==> src/rtl/regwin_pkg.sv <==
`timescale 1ns/1ps
package regwin_pkg;
    localparam logic [7:0] OFS_SEL = 8'h00;
    localparam logic [7:0] OFS_WIN = 8'h10;
    localparam logic [7:0] SEL_ID  = 8'h00;
    localparam logic [7:0] SEL_VER = 8'h01;
    localparam logic [7:0] SEL_ARB = 8'h02;
    localparam logic [7:0] SEL_TBL = 8'h10;

    localparam int BIT_RPEND = 14;
    localparam int BIT_LEVEL = 15;
    localparam int BIT_MASK  = 16;
    localparam logic [63:0] ENT_RESET = 64'h0000_0000_0001_0000;

    typedef enum logic [1:0] {
        SV_IDLE  = 2'd0,
        SV_CHECK = 2'd1,
        SV_FIRE  = 2'd2
    } svc_state_t;

    function automatic logic [31:0] len_mask(input logic [1:0] len);
        case (len)
            2'd0:    return 32'h0000_00FF;
            2'd1:    return 32'h0000_FFFF;
            default: return 32'hFFFF_FFFF;
        endcase
    endfunction
endpackage

==> src/rtl/regwin_decode.sv <==
`timescale 1ns/1ps
module regwin_decode #(
    parameter int NPINS = 24,
    parameter int IDX_W = $clog2(NPINS)
) (
    input  logic [7:0]       sel,
    output logic             is_id,
    output logic             is_ver,
    output logic             is_arb,
    output logic             tbl_valid,
    output logic             tbl_hi,
    output logic [IDX_W-1:0] tbl_idx
);
    import regwin_pkg::*;

    logic [7:0] raw_idx;

    always_comb begin
        raw_idx   = 8'(sel - SEL_TBL) >> 1;
        is_id     = (sel == SEL_ID);
        is_ver    = (sel == SEL_VER);
        is_arb    = (sel == SEL_ARB);
        tbl_valid = (sel >= SEL_TBL) && (raw_idx < 8'(NPINS));
        tbl_hi    = sel[0];
        tbl_idx   = raw_idx[IDX_W-1:0];
    end
endmodule

==> src/rtl/regwin_table.sv <==
`timescale 1ns/1ps
module regwin_table #(
    parameter int NPINS = 24,
    parameter int IDX_W = $clog2(NPINS)
) (
    input  logic                  clk,
    input  logic                  rst_n,
    input  logic                  wr_lo,
    input  logic                  wr_hi,
    input  logic [IDX_W-1:0]      wr_idx,
    input  logic [31:0]           wdata,
    input  logic                  rset_valid,
    input  logic [IDX_W-1:0]      rset_idx,
    output logic [NPINS*64-1:0]   ent_flat
);
    import regwin_pkg::*;

    logic [63:0] ent_q [NPINS];

    for (genvar g = 0; g < NPINS; g++) begin : g_ent
        logic hit_w;
        logic hit_r;
        assign hit_w = (wr_idx == IDX_W'(g));
        assign hit_r = rset_valid && (rset_idx == IDX_W'(g));

        always_ff @(posedge clk) begin
            if (!rst_n) begin
                ent_q[g] <= ENT_RESET;
            end else begin
                if (wr_hi && hit_w)
                    ent_q[g][63:32] <= wdata;
                if (wr_lo && hit_w)
                    ent_q[g][31:0] <= {wdata[31:BIT_RPEND+1], 1'b0, wdata[BIT_RPEND-1:0]};
                else if (hit_r)
                    ent_q[g][BIT_RPEND] <= 1'b1;
            end
        end

        assign ent_flat[g*64 +: 64] = ent_q[g];
    end
endmodule

==> src/rtl/regwin_svc_fsm.sv <==
`timescale 1ns/1ps
module regwin_svc_fsm #(
    parameter int NPINS = 24,
    parameter int IDX_W = $clog2(NPINS)
) (
    input  logic             clk,
    input  logic             rst_n,
    input  logic             tbl_wr,
    input  logic [IDX_W-1:0] wr_idx,
    input  logic [NPINS-1:0] level_vec,
    input  logic [NPINS-1:0] pin_req,
    output logic             svc_req,
    output logic [IDX_W-1:0] svc_pin
);
    import regwin_pkg::*;

    svc_state_t      state_q, state_d;
    logic [IDX_W-1:0] idx_q;
    logic            hot;

    assign hot = level_vec[idx_q] && pin_req[idx_q];

    always_comb begin
        state_d = state_q;
        unique case (state_q)
            SV_IDLE:  state_d = tbl_wr ? SV_CHECK : SV_IDLE;
            SV_CHECK: state_d = hot ? SV_FIRE : (tbl_wr ? SV_CHECK : SV_IDLE);
            SV_FIRE:  state_d = tbl_wr ? SV_CHECK : SV_IDLE;
            default:  state_d = SV_IDLE;
        endcase
    end

    always_ff @(posedge clk) begin
        if (!rst_n) begin
            state_q <= SV_IDLE;
            idx_q   <= '0;
        end else begin
            state_q <= state_d;
            if (tbl_wr && !(state_q == SV_CHECK && hot))
                idx_q <= wr_idx;
        end
    end

    always_comb begin
        svc_req = (state_q == SV_FIRE);
        svc_pin = idx_q;
    end
endmodule

==> src/rtl/irq_regwin.sv <==
`timescale 1ns/1ps
module irq_regwin #(
    parameter int         NPINS    = 24,
    parameter int         ADDR_W   = 12,
    parameter logic [7:0] VER_CODE = 8'h20,
    localparam int        IDX_W    = $clog2(NPINS)
) (
    input  logic                clk,
    input  logic                rst_n,
    input  logic                bus_valid,
    input  logic                bus_write,
    input  logic [ADDR_W-1:0]   bus_addr,
    input  logic [31:0]         bus_wdata,
    input  logic [1:0]          bus_len,
    output logic [31:0]         bus_rdata,
    input  logic [NPINS-1:0]    pin_req,
    input  logic                rset_valid,
    input  logic [IDX_W-1:0]    rset_idx,
    output logic [NPINS*64-1:0] ent_flat,
    output logic                svc_req,
    output logic [IDX_W-1:0]    svc_pin
);
    import regwin_pkg::*;

    logic [7:0]       sel_q;
    logic [3:0]       id_q;
    logic [7:0]       offs;
    logic [31:0]      wdata_m;
    logic             hit_sel, hit_win, wr_win;
    logic             is_id, is_ver, is_arb, tbl_valid, tbl_hi;
    logic [IDX_W-1:0] tbl_idx;
    logic             wr_lo, wr_hi;
    logic [NPINS-1:0] level_vec;
    logic [63:0]      ent_sel;
    logic [31:0]      rd_raw;

    assign offs    = bus_addr[7:0];
    assign wdata_m = bus_wdata & len_mask(bus_len);
    assign hit_sel = (offs == OFS_SEL);
    assign hit_win = (offs == OFS_WIN);
    assign wr_win  = bus_valid && bus_write && hit_win;
    assign wr_lo   = wr_win && tbl_valid && !tbl_hi;
    assign wr_hi   = wr_win && tbl_valid && tbl_hi;

    regwin_decode #(.NPINS(NPINS), .IDX_W(IDX_W)) u_dec (
        .sel(sel_q), .is_id(is_id), .is_ver(is_ver), .is_arb(is_arb),
        .tbl_valid(tbl_valid), .tbl_hi(tbl_hi), .tbl_idx(tbl_idx)
    );

    always_ff @(posedge clk) begin
        if (!rst_n) begin
            sel_q <= '0;
            id_q  <= '0;
        end else begin
            if (bus_valid && bus_write && hit_sel)
                sel_q <= wdata_m[7:0];
            if (wr_win && is_id)
                id_q <= wdata_m[27:24];
        end
    end

    regwin_table #(.NPINS(NPINS), .IDX_W(IDX_W)) u_tbl (
        .clk(clk), .rst_n(rst_n), .wr_lo(wr_lo), .wr_hi(wr_hi),
        .wr_idx(tbl_idx), .wdata(wdata_m), .rset_valid(rset_valid),
        .rset_idx(rset_idx), .ent_flat(ent_flat)
    );

    for (genvar g = 0; g < NPINS; g++) begin : g_lvl
        assign level_vec[g] = ent_flat[g*64 + BIT_LEVEL];
    end

    regwin_svc_fsm #(.NPINS(NPINS), .IDX_W(IDX_W)) u_fsm (
        .clk(clk), .rst_n(rst_n), .tbl_wr(wr_lo || wr_hi), .wr_idx(tbl_idx),
        .level_vec(level_vec), .pin_req(pin_req),
        .svc_req(svc_req), .svc_pin(svc_pin)
    );

    assign ent_sel = ent_flat[int'(tbl_idx)*64 +: 64];

    always_comb begin
        rd_raw = '0;
        if (hit_sel)
            rd_raw = {24'h0, sel_q};
        else if (hit_win) begin
            if (is_id || is_arb)
                rd_raw = {4'h0, id_q, 24'h0};
            else if (is_ver)
                rd_raw = {8'h0, 8'(NPINS - 1), 8'h0, VER_CODE};
            else if (tbl_valid)
                rd_raw = tbl_hi ? ent_sel[63:32] : ent_sel[31:0];
            else
                rd_raw = 32'hFFFF_FFFF;
        end
        bus_rdata = rd_raw & len_mask(bus_len);
    end
endmodule

==> config.mk <==
export PLATFORM = sky130hd
export DESIGN_NAME = irq_regwin
export DESIGN_NICKNAME = d
export VERILOG_FILES = /design/src/rtl/regwin_pkg.sv /design/src/rtl/regwin_decode.sv /design/src/rtl/regwin_table.sv /design/src/rtl/regwin_svc_fsm.sv /design/src/rtl/irq_regwin.sv
export SDC_FILE = /design/constraint.sdc
export NUM_CORES = 2
export LEC_CHECK = 0
export CAP_MARGIN = 40
export CORE_AREA = 2 2 653 655
export DETAILED_ROUTE_END_ITERATION = 8
export DIE_AREA = 0 0 655 657
export DONT_BUFFER_PORTS = 1
export MAX_ROUTING_LAYER = met4
export PLACE_DENSITY = 0.31
export SYNTH_ARGS = -nofsm -noshare
export SYNTH_HDL_FRONTEND = slang
export SYNTH_SLANG_ARGS = --single-unit
==> constraint.sdc <==
create_clock -name clk -period 6.6 [get_ports clk]
set_input_delay 0.66 -clock clk [delete_from_list [all_inputs] [get_ports clk]]
set_output_delay 0.66 -clock clk [all_outputs]
set_load 0.005 [all_outputs]
==> results.rst <==
.. list-table::
   :header-rows: 1

   * - Metric
     - Value
   * - Result of the run
     - complete, no violations
   * - Mean routed wirelength per cell
     - approximately 49 µm
   * - Most instantiated cells after synthesis
     - edfxtp_1, nor2_1, mux4_2
   * - DR DRC count
     - 0
   * - Slew at the pin with the worst max-slew slack
     - 1.264 ns
   * - Fin Clk Skew
     - between 0.06 and 0.07 ns
   * - Final RePlAce weighted congestion
     - 0.9008
   * - Final Hold Viols
     - 0
   * - Width of the die
     - 655 µm
   * - Main area contributors after synthesis
     - edfxtp_1, mux4_2, nor2_1
   * - Synth cell types
     - 61
   * - Async set-or-reset flop fraction in the synthesized netlist
     - 0%
   * - Worst path setup slack after routing
     - 1.237 ns
   * - Cell area after layout
     - 0.08585 mm²
   * - Sink count of the clock tree
     - 1555
   * - Die ar.
     - 0.4303 mm²
   * - Critical path peak fanout
     - 25
   * - Largest vdd supply drop
     - 0.2137 mV
   * - Yosys synthesis warning count
     - 0
   * - Number of pins exceeding their max-slew limit in the final report
     - 0
   * - Starting utilization of the core area
     - 16.40%
   * - Number of flops mapped to enable cells by yosys
     - 1536
   * - Number of vias per cell after detailed routing
     - 4.551
   * - Number of cell rows
     - 239
   * - Total track usage
     - ~24%
   * - Yosys reg bits
     - 1555
   * - Initial antenna violation count
     - 97
   * - Post-route non-filler standard cell count
     - 10700
   * - Core Util, Final
     - 20.30%
   * - RSZ-0062 raised after global routing
     - no
   * - Port Buffer Count
     - 0
   * - H-tree levels
     - 4
   * - Clock tree from TritonCTS
     - built
   * - Clock latency of the later-clocked register in the worst-skew pair
     - 0.95 ns
   * - Share of the cycle needed by the critical path after routing
     - 81.25%
   * - Worst setup slack before clock tree synthesis
     - 1.461 ns
   * - Mean cell area of the mapped netlist
     - 14.46 µm²
   * - Buffers inserted during post-CTS setup optimization
     - 0
   * - Violation count after the first detailed-route iteration
     - 6497
   * - Largest net degree at the start of global routing
     - 97
   * - CTS Root Buffer Type
     - clkbuf_16
   * - Syn nets
     - 4879
   * - Detailed Route WL
     - 525900 µm
   * - Final net count
     - roughly 5000
   * - Ratio of total power to cell area
     - 288.0 mW/mm²
   * - Floorplan die height
     - roughly 660 µm
   * - Launching element type of the critical path
     - flip-flop
   * - Detailed-router iteration count before antenna repair
     - 6
   * - CP Capture Type
     - primary output
   * - Final min period
     - 5.363 ns
   * - Leakage power figure
     - 28.10 nW
   * - Area after detailed placement
     - 0.07888 mm²
   * - Category of the most critical setup path
     - reg2out
   * - Number of clock buffers inserted by TritonCTS
     - 203
   * - Required time worst endpoint
     - 5.94 ns
   * - Syn Std Cell Area
     - between 0.06 and 0.07 mm²
   * - Peak Freq
     - 186.5 MHz
   * - Core area
     - 0.4228 mm²
   * - Sum of net half-perimeters after detailed placement
     - 402000 µm
   * - Boundary pin count
     - around 1700
   * - Share of synthesized area occupied by flip-flops and latches
     - 67.06%
   * - Data arrival at the endpoint of the critical path
     - 4.70 ns
   * - First-pass GRT wire length
     - 640000 µm
   * - Fraction of final layout cells sized beyond drive strength 1
     - 23.67%
   * - Count leader, synth
     - edfxtp_1
   * - Largest buffer count on any clock path
     - 4
   * - Path category of the worst min-delay check
     - in2reg
   * - Area share of the largest cell type after synthesis
     - roughly 67%
   * - Reg clk slew, reported paths
     - 0.06 ns
   * - Dominant register cell in the synthesized netlist
     - edfxtp_1
   * - Via count of the first global-routing pass
     - between 40000 and 50000
   * - Cell count after placement
     - 10240
   * - Maximum capacitance violations
     - 0
   * - Worst rel slew slack
     - roughly 16%
   * - Dominant cell type by area after synthesis
     - edfxtp_1
   * - Area growth from synthesis to final layout
     - 23.80%
   * - Setup-violating endpoint count in the final report
     - 0
   * - Overflow after GRT
     - 0
   * - Final antenna-violating net count
     - 0
   * - Gate count of the mapped netlist
     - 4797
   * - Sum of negative setup slack
     - 0 ns
   * - Via count of the routed design
     - ~49000
final timing paths:
kind	startpoint	to	slack (ns)	cells after the start
setup / recovery	sel_q[1]	bus_rdata[27]	1.24	7
hold / removal	rset_idx[2]	u_tbl.ent_q[8][78]	0.08	3
setup reg to reg	sel_q[4]	u_tbl.ent_q[0][45]	1.40	10
hold reg to reg	id_q[0]	id_q[0]	0.47	2
cells in the final DEF, fill, tap and decap left out, types with 28 or more instances in the layout:
cell	count
diode_2	84
edfxtp_1	1536
clkbuf_1	35
o21ai_4	48
clkinv_1	43
clkbuf_16	206
nor2_1	1150
buf_12	66
buf_16	35
a21oi_1	64
buf_4	190
and3_1	385
nand2_1	176
nand3_1	58
mux4_2	422
clkinv_2	28
nand2_2	63
mux2i_1	59
routing by layer:
| layer | up-vias | part of all wire [%] | routed length (µm) | track usage [%] |
|---|---|---|---|---|
| li1 | 18140 | - | - | - |
| met4 | 0 | 2.8 | 14800 | 5.869 |
| met5 | - | 0 | 0 | - |
| met1 | 26950 | 38 | 199700 | 28.06 |
| met2 | 3078 | 49 | 260200 | 40.57 |
| met3 | 515 | 9.7 | 51200 | 7.834 |
what timing repair did:
item                       4_1_cts  5_1_grt
gates resized for setup          0        0
setup endpoints to repair        0        0
hold buffers                    16        1
hold endpoints to repair       396        8
power breakdown:
| part | internal, mW | total (mW) | switching, mW |
|---|---|---|---|
| registers | 11.3 | 12.2 | 0.849 |
| clock network | 6.47 | 11.3 | 4.84 |
| logic | 0.319 | 1.25 | 0.933 |
| total | 18.1 | 24.7 | 6.62 |
area by class of cell:
| type | instances | area, µm² |
|---|---|---|
| antenna | 84 | 210.2 |
| clock buffer | 241 | 5286 |
| clock inverter | 116 | 1160 |
| fill | 44970 | 337000 |
| inverter | 15 | 67.56 |
| multi-input combinational | 2719 | 21650 |
| sequential | 1555 | 46520 |
| tap | 5663 | 7086 |
| timing repair buffer | 306 | 3872 |
flip-flops by register name, indices dropped and copies added, names as in the netlist:
name,cells
u_fsm.state_q,2
sel_q,8
u_tbl.ent_q,1536
u_fsm.svc_pin,5
id_q,4
critical path, stage by stage, from the launching register on:
cell and delay (ns):
dfxtp_4 0.80, buf_12 0.32, buf_4 0.49, mux4_2 0.63
mux4_2 0.69, a32oi_1 0.36, a211oi_1 0.13, buf_4 0.18
cell families after synthesis:
logic type	synth area share, %
AOI/OAI and AO/OA	2.762
DFF	67.06
buffers and inverters	3.096
and+or+nand+nor	12.37
muxes	14.67
adders and majority gates	0.03608
per-stage QoR:
stage | hold slack (ns) | power [mW]
floorplan | 0.4463 | 12.24
global placement | 0.4681 | 13.50
detailed placement | 0.4638 | 13.57
CTS | 0.003356 | 25.00
global route | 0.03606 | 25.31
finish | 0.07555 | 24.73
Power figures use the tool's default switching activity.
